File: config.mk
export PLATFORM = sky130hd
export DESIGN_NAME = phy_mgmt_bank
export DESIGN_NICKNAME = d
export VERILOG_FILES = /design/src/rtl/phy_mgmt_pkg.sv /design/src/rtl/phy_mgmt_ctrl.sv /design/src/rtl/phy_mgmt_dp.sv /design/src/rtl/phy_mgmt_bank.sv
export SDC_FILE = /design/constraint.sdc
export NUM_CORES = 1
export LEC_CHECK = 0
export ABC_CLOCK_PERIOD_IN_PS = 1700
export BUFFER_PORTS_ARGS = -buffer_cell sky130_fd_sc_hd__buf_2
export CAP_MARGIN = 20
export CORE_AREA = 3 3 66 68
export DETAILED_ROUTE_END_ITERATION = 10
export DIE_AREA = 0 0 69 71
export SLEW_MARGIN = 20
export SYNTH_ARGS = -nofsm -noshare
export SYNTH_HDL_FRONTEND = slang
export SYNTH_HIERARCHICAL = 1
export SYNTH_SLANG_ARGS = --single-unit
File: constraint.sdc
create_clock -name clk -period 1.7 [get_ports clk]
set_input_delay 0.17 -clock clk [delete_from_list [all_inputs] [get_ports clk]]
set_output_delay 0.17 -clock clk [all_outputs]
set_load 0.1 [all_outputs]
File: src/rtl/phy_mgmt_pkg.sv
package phy_mgmt_pkg;
  typedef struct packed {
    logic wrCable;
    logic wrLed;
    logic rdErr;
    logic rdCable;
    logic rdLed;
  } regStrobes_t;

  localparam int PAIR_LSB  = 8;
  localparam int PAIR_W    = 2;
  localparam int START_BIT = 0;
  localparam int LEDOFF_BIT = 15;
  localparam int LEDCODE_LSB = 12;
  localparam int LEDCODE_W = 3;
  localparam logic [LEDCODE_W-1:0] LEDCODE_RST = 3'b100;
endpackage

File: src/rtl/phy_mgmt_ctrl.sv
module phy_mgmt_ctrl
  import phy_mgmt_pkg::*;
#(
  parameter int ADDR_W    = 5,
  parameter int ERR_ADDR  = 21,
  parameter int CBL_ADDR  = 22,
  parameter int LED_ADDR  = 24
) (
  input  logic [ADDR_W-1:0] regAddr,
  input  logic              regWrEn,
  output regStrobes_t       strobes
);
  localparam logic [ADDR_W-1:0] ERR_A = ADDR_W'(ERR_ADDR);
  localparam logic [ADDR_W-1:0] CBL_A = ADDR_W'(CBL_ADDR);
  localparam logic [ADDR_W-1:0] LED_A = ADDR_W'(LED_ADDR);

  logic hitErr, hitCable, hitLed;

  always_comb begin
    hitErr   = (regAddr == ERR_A);
    hitCable = (regAddr == CBL_A);
    hitLed   = (regAddr == LED_A);
    strobes.rdErr   = hitErr;
    strobes.rdCable = hitCable;
    strobes.rdLed   = hitLed;
    strobes.wrCable = regWrEn && hitCable;
    strobes.wrLed   = regWrEn && hitLed;
  end
endmodule

File: src/rtl/phy_mgmt_dp.sv
module phy_mgmt_dp
  import phy_mgmt_pkg::*;
#(
  parameter int DATA_W = 16
) (
  input  logic              clk,
  input  logic              hwRstN,
  input  logic              swRst,
  input  regStrobes_t       strobes,
  input  logic [DATA_W-1:0] regWrData,
  input  logic              rxDataValid,
  input  logic              rxError,
  input  logic              cableTestDone,
  output logic [DATA_W-1:0] regRdData,
  output logic [PAIR_W-1:0] pairSel,
  output logic              testStart,
  output logic              ledOff,
  output logic [LEDCODE_W-1:0] ledOnCode
);
  localparam logic [DATA_W-1:0] CNT_MAX = '1;

  logic [DATA_W-1:0] errCount;
  logic              countHit;

  assign countHit = rxDataValid && rxError;

  always_ff @(posedge clk or negedge hwRstN) begin
    if (!hwRstN) errCount <= '0;
    else if (countHit && errCount != CNT_MAX) errCount <= errCount + 1'b1;
  end

  always_ff @(posedge clk or negedge hwRstN) begin
    if (!hwRstN) begin
      pairSel   <= '0;
      testStart <= 1'b0;
    end else if (strobes.wrCable) begin
      pairSel   <= regWrData[PAIR_LSB +: PAIR_W];
      testStart <= regWrData[START_BIT];
    end else if (cableTestDone) begin
      testStart <= 1'b0;
    end
  end

  always_ff @(posedge clk or negedge hwRstN) begin
    if (!hwRstN) begin
      ledOff    <= 1'b0;
      ledOnCode <= LEDCODE_RST;
    end else if (strobes.wrLed) begin
      ledOff    <= regWrData[LEDOFF_BIT];
      ledOnCode <= regWrData[LEDCODE_LSB +: LEDCODE_W];
    end
  end

  always_comb begin
    regRdData = '0;
    if (strobes.rdErr) regRdData = errCount;
    else if (strobes.rdCable) begin
      regRdData[PAIR_LSB +: PAIR_W] = pairSel;
      regRdData[START_BIT]          = testStart;
    end else if (strobes.rdLed) begin
      regRdData[LEDOFF_BIT]                 = ledOff;
      regRdData[LEDCODE_LSB +: LEDCODE_W]   = ledOnCode;
    end
  end

  // one qualified error adds exactly one below the ceiling
  p_count_step_r1: assert property (@(posedge clk) disable iff (!hwRstN)
    (countHit && errCount != CNT_MAX) |=> errCount == $past(errCount) + 1'b1);

  // no qualified error, no change
  p_ignore_r2: assert property (@(posedge clk) disable iff (!hwRstN)
    !countHit |=> $stable(errCount));

  // the ceiling holds
  p_no_overflow_r3: assert property (@(posedge clk) disable iff (!hwRstN)
    errCount == CNT_MAX |=> errCount == CNT_MAX);

  // software reset leaves the LED register alone
  p_swrst_keep_r5: assert property (@(posedge clk) disable iff (!hwRstN)
    (swRst && !strobes.wrLed) |=> ($stable(ledOff) && $stable(ledOnCode)));

  // done clears start unless a write lands in the same cycle
  p_done_clear_r7: assert property (@(posedge clk) disable iff (!hwRstN)
    (cableTestDone && !strobes.wrCable) |=> !testStart);
endmodule

File: src/rtl/phy_mgmt_bank.sv
module phy_mgmt_bank
  import phy_mgmt_pkg::*;
#(
  parameter int ADDR_W = 5,
  parameter int DATA_W = 16
) (
  input  logic              clk,
  input  logic              hwRstN,
  input  logic              swRst,
  input  logic [ADDR_W-1:0] regAddr,
  input  logic [DATA_W-1:0] regWrData,
  input  logic              regWrEn,
  output logic [DATA_W-1:0] regRdData,
  input  logic              rxDataValid,
  input  logic              rxError,
  input  logic              cableTestDone,
  output logic [1:0]        pairSel,
  output logic              testStart,
  output logic              ledOff,
  output logic [2:0]        ledOnCode
);
  regStrobes_t strobes;

  phy_mgmt_ctrl #(.ADDR_W(ADDR_W)) u_ctrl (
    .regAddr (regAddr),
    .regWrEn (regWrEn),
    .strobes (strobes)
  );

  phy_mgmt_dp #(.DATA_W(DATA_W)) u_dp (
    .clk           (clk),
    .hwRstN        (hwRstN),
    .swRst         (swRst),
    .strobes       (strobes),
    .regWrData     (regWrData),
    .rxDataValid   (rxDataValid),
    .rxError       (rxError),
    .cableTestDone (cableTestDone),
    .regRdData     (regRdData),
    .pairSel       (pairSel),
    .testStart     (testStart),
    .ledOff        (ledOff),
    .ledOnCode     (ledOnCode)
  );
endmodule

=== After elaboration in Yosys (flattened, before gate mapping) ===
Index checks and enable logic that the tools add are counted.

* Register bits after elaboration: 23
* Bits of input ports: 28
* Output and inout bits: 23
* Word-level logic and storage cells: 26

* Add/sub/neg operators: 1
* Multiplexer cells: 11
* Equal/unequal tests: 4
* Reduce and logical (&&, ||, !) cells: 5

{| class="wikitable"
|+ Operator list
! cell !! number
|-
| 16-bit by 1-bit adder with 16-bit output (second input constant) || 1
|-
| 16-bit != test (second input constant) || 1
|-
| 5-bit == test (second input constant) || 3
|-
| 4-bit two-way mux || 3
|-
| 7-bit two-way mux || 1
|-
| 2-bit two-way mux || 3
|-
| 1-bit logical AND || 4
|-
| 1-bit two-way mux || 4
|-
| 2-bit nonzero test || 1
|}

=== Depth between registers and ports, before layout ===
* Depth in word-level cells: 4
* Mapped depth: 6
* Depth with buffers taken out: 5

=== Modules after synthesis ===
The synthesis kept the hierarchy.

{| class="wikitable"
|+ Modules (own cells, without submodules)
! module !! seq. area each (µm²) !! times used !! cells each !! area each (µm²)
|-
| phy_mgmt_dp || 576.8 || 1 || 112 || 1233.7
|-
| phy_mgmt_ctrl || 0.0 || 1 || 13 || 80.1
|}

=== Worst setup path before layout ===
No wires, ideal clock.

* Path type: input -> output
* From: in regAddr[1]
* To: out regRdData[12]
* Stages: 6
* Buffers on the path: 1
* Required time: 1.530 ns
* Arrival: 3.154 ns
* Slack: -1.624 ns
* Path through: or3b_1 > nor2_1 > buf_4 > nor2b_1 > nand2_1 > o21ai_0

* Longest elaborated chain between the ends: 4
* Elaborated cells between the ends (all ways): 6
* Classes of those cells: 3 x eq/ne; 3 x mux

{| class="wikitable"
|+ Ends and longest elaborated chain
! item !! RTL line !! text
|-
| start: declaration || phy_mgmt_bank.sv:10 || <nowiki>input logic [ADDR_W-1:0] regAddr,</nowiki>
|-
| 5-bit == test || phy_mgmt_ctrl.sv:22 || <nowiki>hitLed = (regAddr == LED_A);</nowiki>
|-
| via u_ctrl.hitLed || phy_mgmt_ctrl.sv:17 || <nowiki>logic hitErr, hitCable, hitLed;</nowiki>
|-
| 4-bit two-way mux || phy_mgmt_dp.sv:60 || <nowiki>end else if (strobes.rdLed) begin</nowiki>
|-
| 4-bit two-way mux || phy_mgmt_dp.sv:57 || <nowiki>else if (strobes.rdCable) begin</nowiki>
|-
| 4-bit two-way mux || phy_mgmt_dp.sv:56 || <nowiki>if (strobes.rdErr) regRdData = errCount;</nowiki>
|-
| end: declaration || phy_mgmt_bank.sv:13 || <nowiki>output logic [DATA_W-1:0] regRdData,</nowiki>
|}

The timed path passes the listed nets, and every way through them passes these cells.

=== Worst setup path after layout ===
* From: reg u_dp.errCount[15]
* To: reg u_dp.errCount[8]

* Longest elaborated chain between the ends: 2

{| class="wikitable"
|+ Ends and longest elaborated chain
! item !! RTL line !! text
|-
| start: declaration || phy_mgmt_dp.sv:22 || <nowiki>logic [DATA_W-1:0] errCount;</nowiki>
|-
| start signal: assignment || phy_mgmt_dp.sv:29 || <nowiki>else if (countHit && errCount != CNT_MAX) errCount <= errCount + 1'b1;</nowiki>
|-
| 16-bit != test || phy_mgmt_dp.sv:29 ||
|-
| 1-bit logical AND || phy_mgmt_dp.sv:29 ||
|}

Every way passes these cells.
A chain may end at the register's enable or synchronous reset.

==> out/metrics.csv <==
metric;value;unit
H-tree Lvls;1;
First-pass DRT Iterations;4;
Synthesis Warnings;6;
Core Footprint;3910;sq um
Post-synth ARST share;100;%
Comb power frac;33.8;%
Net Switching;0.652;mW
Crit Path Class;reg -> reg;
full die area;4900;sq um
worst-skew pair later-pin latency;0.26;ns
final hold violations;0;
initial antenna violation count;0;
Fin Hold WS;0.140;ns
Critical path origin;u_dp/errCount[15];
Pint;0.999;mW
critical path endpoint;u_dp/errCount[8];
Initial Utilization;33.6;%
filler instances;372;
Mapped Cells;125;
fin crit share;95.5;%
r2r startpoint;u_dp/errCount[15];
sequential power share;46.0;%
Slew headroom;65.9;%
total number of vias;1114;
synth top area cells;dfrtp_1 (42%), xor2_1 (5.3%), mux2_2 (5.1%);
fin util;51.7;%
grt total ovfl;0;
predominant post-synthesis flop cell;dfrtp_1;
CP arrival;1.76;ns
post-synth top area cell;dfrtp_1;
r2r setup slk;0.08;ns
Slowest-stage cell, CP;nor3_2;
setup TNS;0;ns
Post-Syn Area per Cell;10.5;sq um
Worst Reg-to-Reg Cells;5;
clock transition at the registers of the reported paths;0.08;ns
drt total wl;3.23;mm
final setup fails;0;
crit path capture type;flop;
setup repair bufs after CTS;0;
area grow syn2layout;54.0;%
top cell type's share of synthesized area;41.9;%
most common cell after layout, fill and taps aside;buf_2;
Startpoint Class;flop;
Post-synth EDFFs;0;
Die Wd;69;um
clock share of power;20.3;%
Critical Path RT;1.84;ns
Total GRT Usage;13.5;%
Final Skew;0.00275;ns
Routed Antenna Nets;0;
placed cell area;1950;sq um
worst slew pin tran;0.512;ns
Lkg Pwr;0.908;nW
Routed wire per std cell;14.2;um
Top-Level Pins;51;
fmax;0.616;GHz
antenna cells;0;
Final WS setup;0.0757;ns
Post-Syn Area;1310;sq um
status;completed;
clock sink total;23;
RD Place Congestion;0.776;
residual DRC count;0;
Sw Ratio;39.5;%
total CTS buffers;3;
CTS tree;built;
worst slack at placement;0.0720;ns
net count after synthesis;154;
# nets final;207;
row cnt;23;
share of cells above drive strength 1;51.4;%
commonest cells after routing, fill and taps aside;buf_2 (24), dfrtp_1 (19), buf_12 (16);
Hold Crit Class;in -> reg;
final instance area;2020;sq um
critical path peak fanout;5;
HPWL after DPL;2.55;mm
peak supply drop;0.000599;V
vias in the first global route;1198;
worst-path cell chain;nand4_1 > buf_4 > nor3_2 > nor3_1 > xor2_1;
PortBufs;40;
Netlist cell types;35;
root buffer cell;clkbuf_8;
Iter 0 DRT Violations;21;
largest net degree at the start of global routing;24;
crit path time final;1.62;ns
final-report max-slew violation count;0;
Bufs on Longest Clock Path;2;
Max-Cap Viols;0;
Yosys reg bits;23;
Max stage delay on crit path;0.38;ns
DIE HEIGHT;71;um
register area share after synthesis;43.9;%
Power Density;816;nW/um^2
first-pass GRT wire length;5.55;mm
RR Endpoint;u_dp/errCount[8];
vias per cell;4.91;
==> state kept, by name, summed over array words and instances (netlist names) <==
name	flops
u_dp/errCount	16
u_dp/ledOnCode	3
u_dp/pairSel	2
u_dp/ledOff	1
u_dp/testStart	1
==> worst min path at each step <==
stage,from,end,slack (ns),cells past startpoint
after floorplan,hwRstN,u_dp/errCount[0],-0.13,0
after global placement,hwRstN,u_dp/ledOnCode[0],0.17,1
after detailed placement,hwRstN,u_dp/ledOnCode[0],0.18,1
after CTS,regWrData[9],u_dp/pairSel[1],0.14,2
after global routing,regWrData[9],u_dp/pairSel[1],0.13,2
final,regWrData[9],u_dp/pairSel[1],0.14,2
==> worst max-delay path: cells and delay by family (launching register included) <==
family | cells | cell delay, ns
simple gates | 3 | 0.74
buf+inv | 1 | 0.24
xor+xnor | 1 | 0.16
flops | 1 | 0.36
==> what timing repair did <==
| action | 4_1_cts | 5_1_grt |
|---|---|---|
| endpoints found under the setup margin | 0 | 3 |
| resized for setup | 0 | 3 |
| hold buffers | 1 | 0 |
| endpoints found under the hold margin | 22 | 0 |
==> synth_stat cells, drive strengths merged (2+ instances only) <==
cell type,number
nand3,6
and2,9
a22o,4
nand3b,2
nor4,2
nor3,4
xor2,8
and4,2
xnor2,6
clkbuf,2
dfrtp,22
nor2,9
nor2b,2
nand4,6
o21ai,4
nand2,12
buf,4
nor4b,3
or3b,2
mux2,7
==> layer usage <==
metal	vias to the layer above	track usage (%)	part of all wire (%)
li1	541	-	-
met2	24	25.3	53
met1	547	15.1	41
met3	2	3.13	5.1
met5	-	0	0
met4	0	3.90	0.59
==> power by group through the flow <==
stage | logic, mW | clock network [mW] | registers, mW
global route | 0.590 | 0.373 | 0.778
detailed placement | 0.552 | 0 | 0.765
CTS | 0.556 | 0.343 | 0.755
floorplan | 0.201 | 0 | 0.958
finish | 0.557 | 0.334 | 0.759
global placement | 0.542 | 0 | 0.756
==> final cells by class <==
| type | instances | area, sq um | area share, % |
|---|---|---|---|
| Inverter | 1 | 3.75 | 0.186 |
| Timing Repair Buffer | 54 | 548 | 27.1 |
| Clock inverter | 1 | 5.00 | 0.247 |
| Sequential cell | 23 | 584 | 28.9 |
| Clock buffer | 3 | 41.3 | 2.04 |
| Multi-Input combinational cell | 95 | 778 | 38.5 |
| Tap cell | 50 | 62.6 | 3.09 |
==> stage by stage <==
stage               total power [mW]  instances
floorplan                       1.16        125
global placement                1.30        222
detailed placement              1.32        222
CTS                             1.65        227
global route                    1.74        227
finish                          1.65        227
==> kinds of logic after synthesis <==
group / share of synthesized area (%)
adder cells (fa/ha/maj): 0.952
multiplexers: 7.05
AND/OR/NAND/NOR: 31.6
buffers and inverters: 2.95
flip-flops: 43.9
XOR/XNOR: 9.33
AO/OA/AOI/OAI: 4.19
No activity file was read; power rests on OpenSTA's default activity.
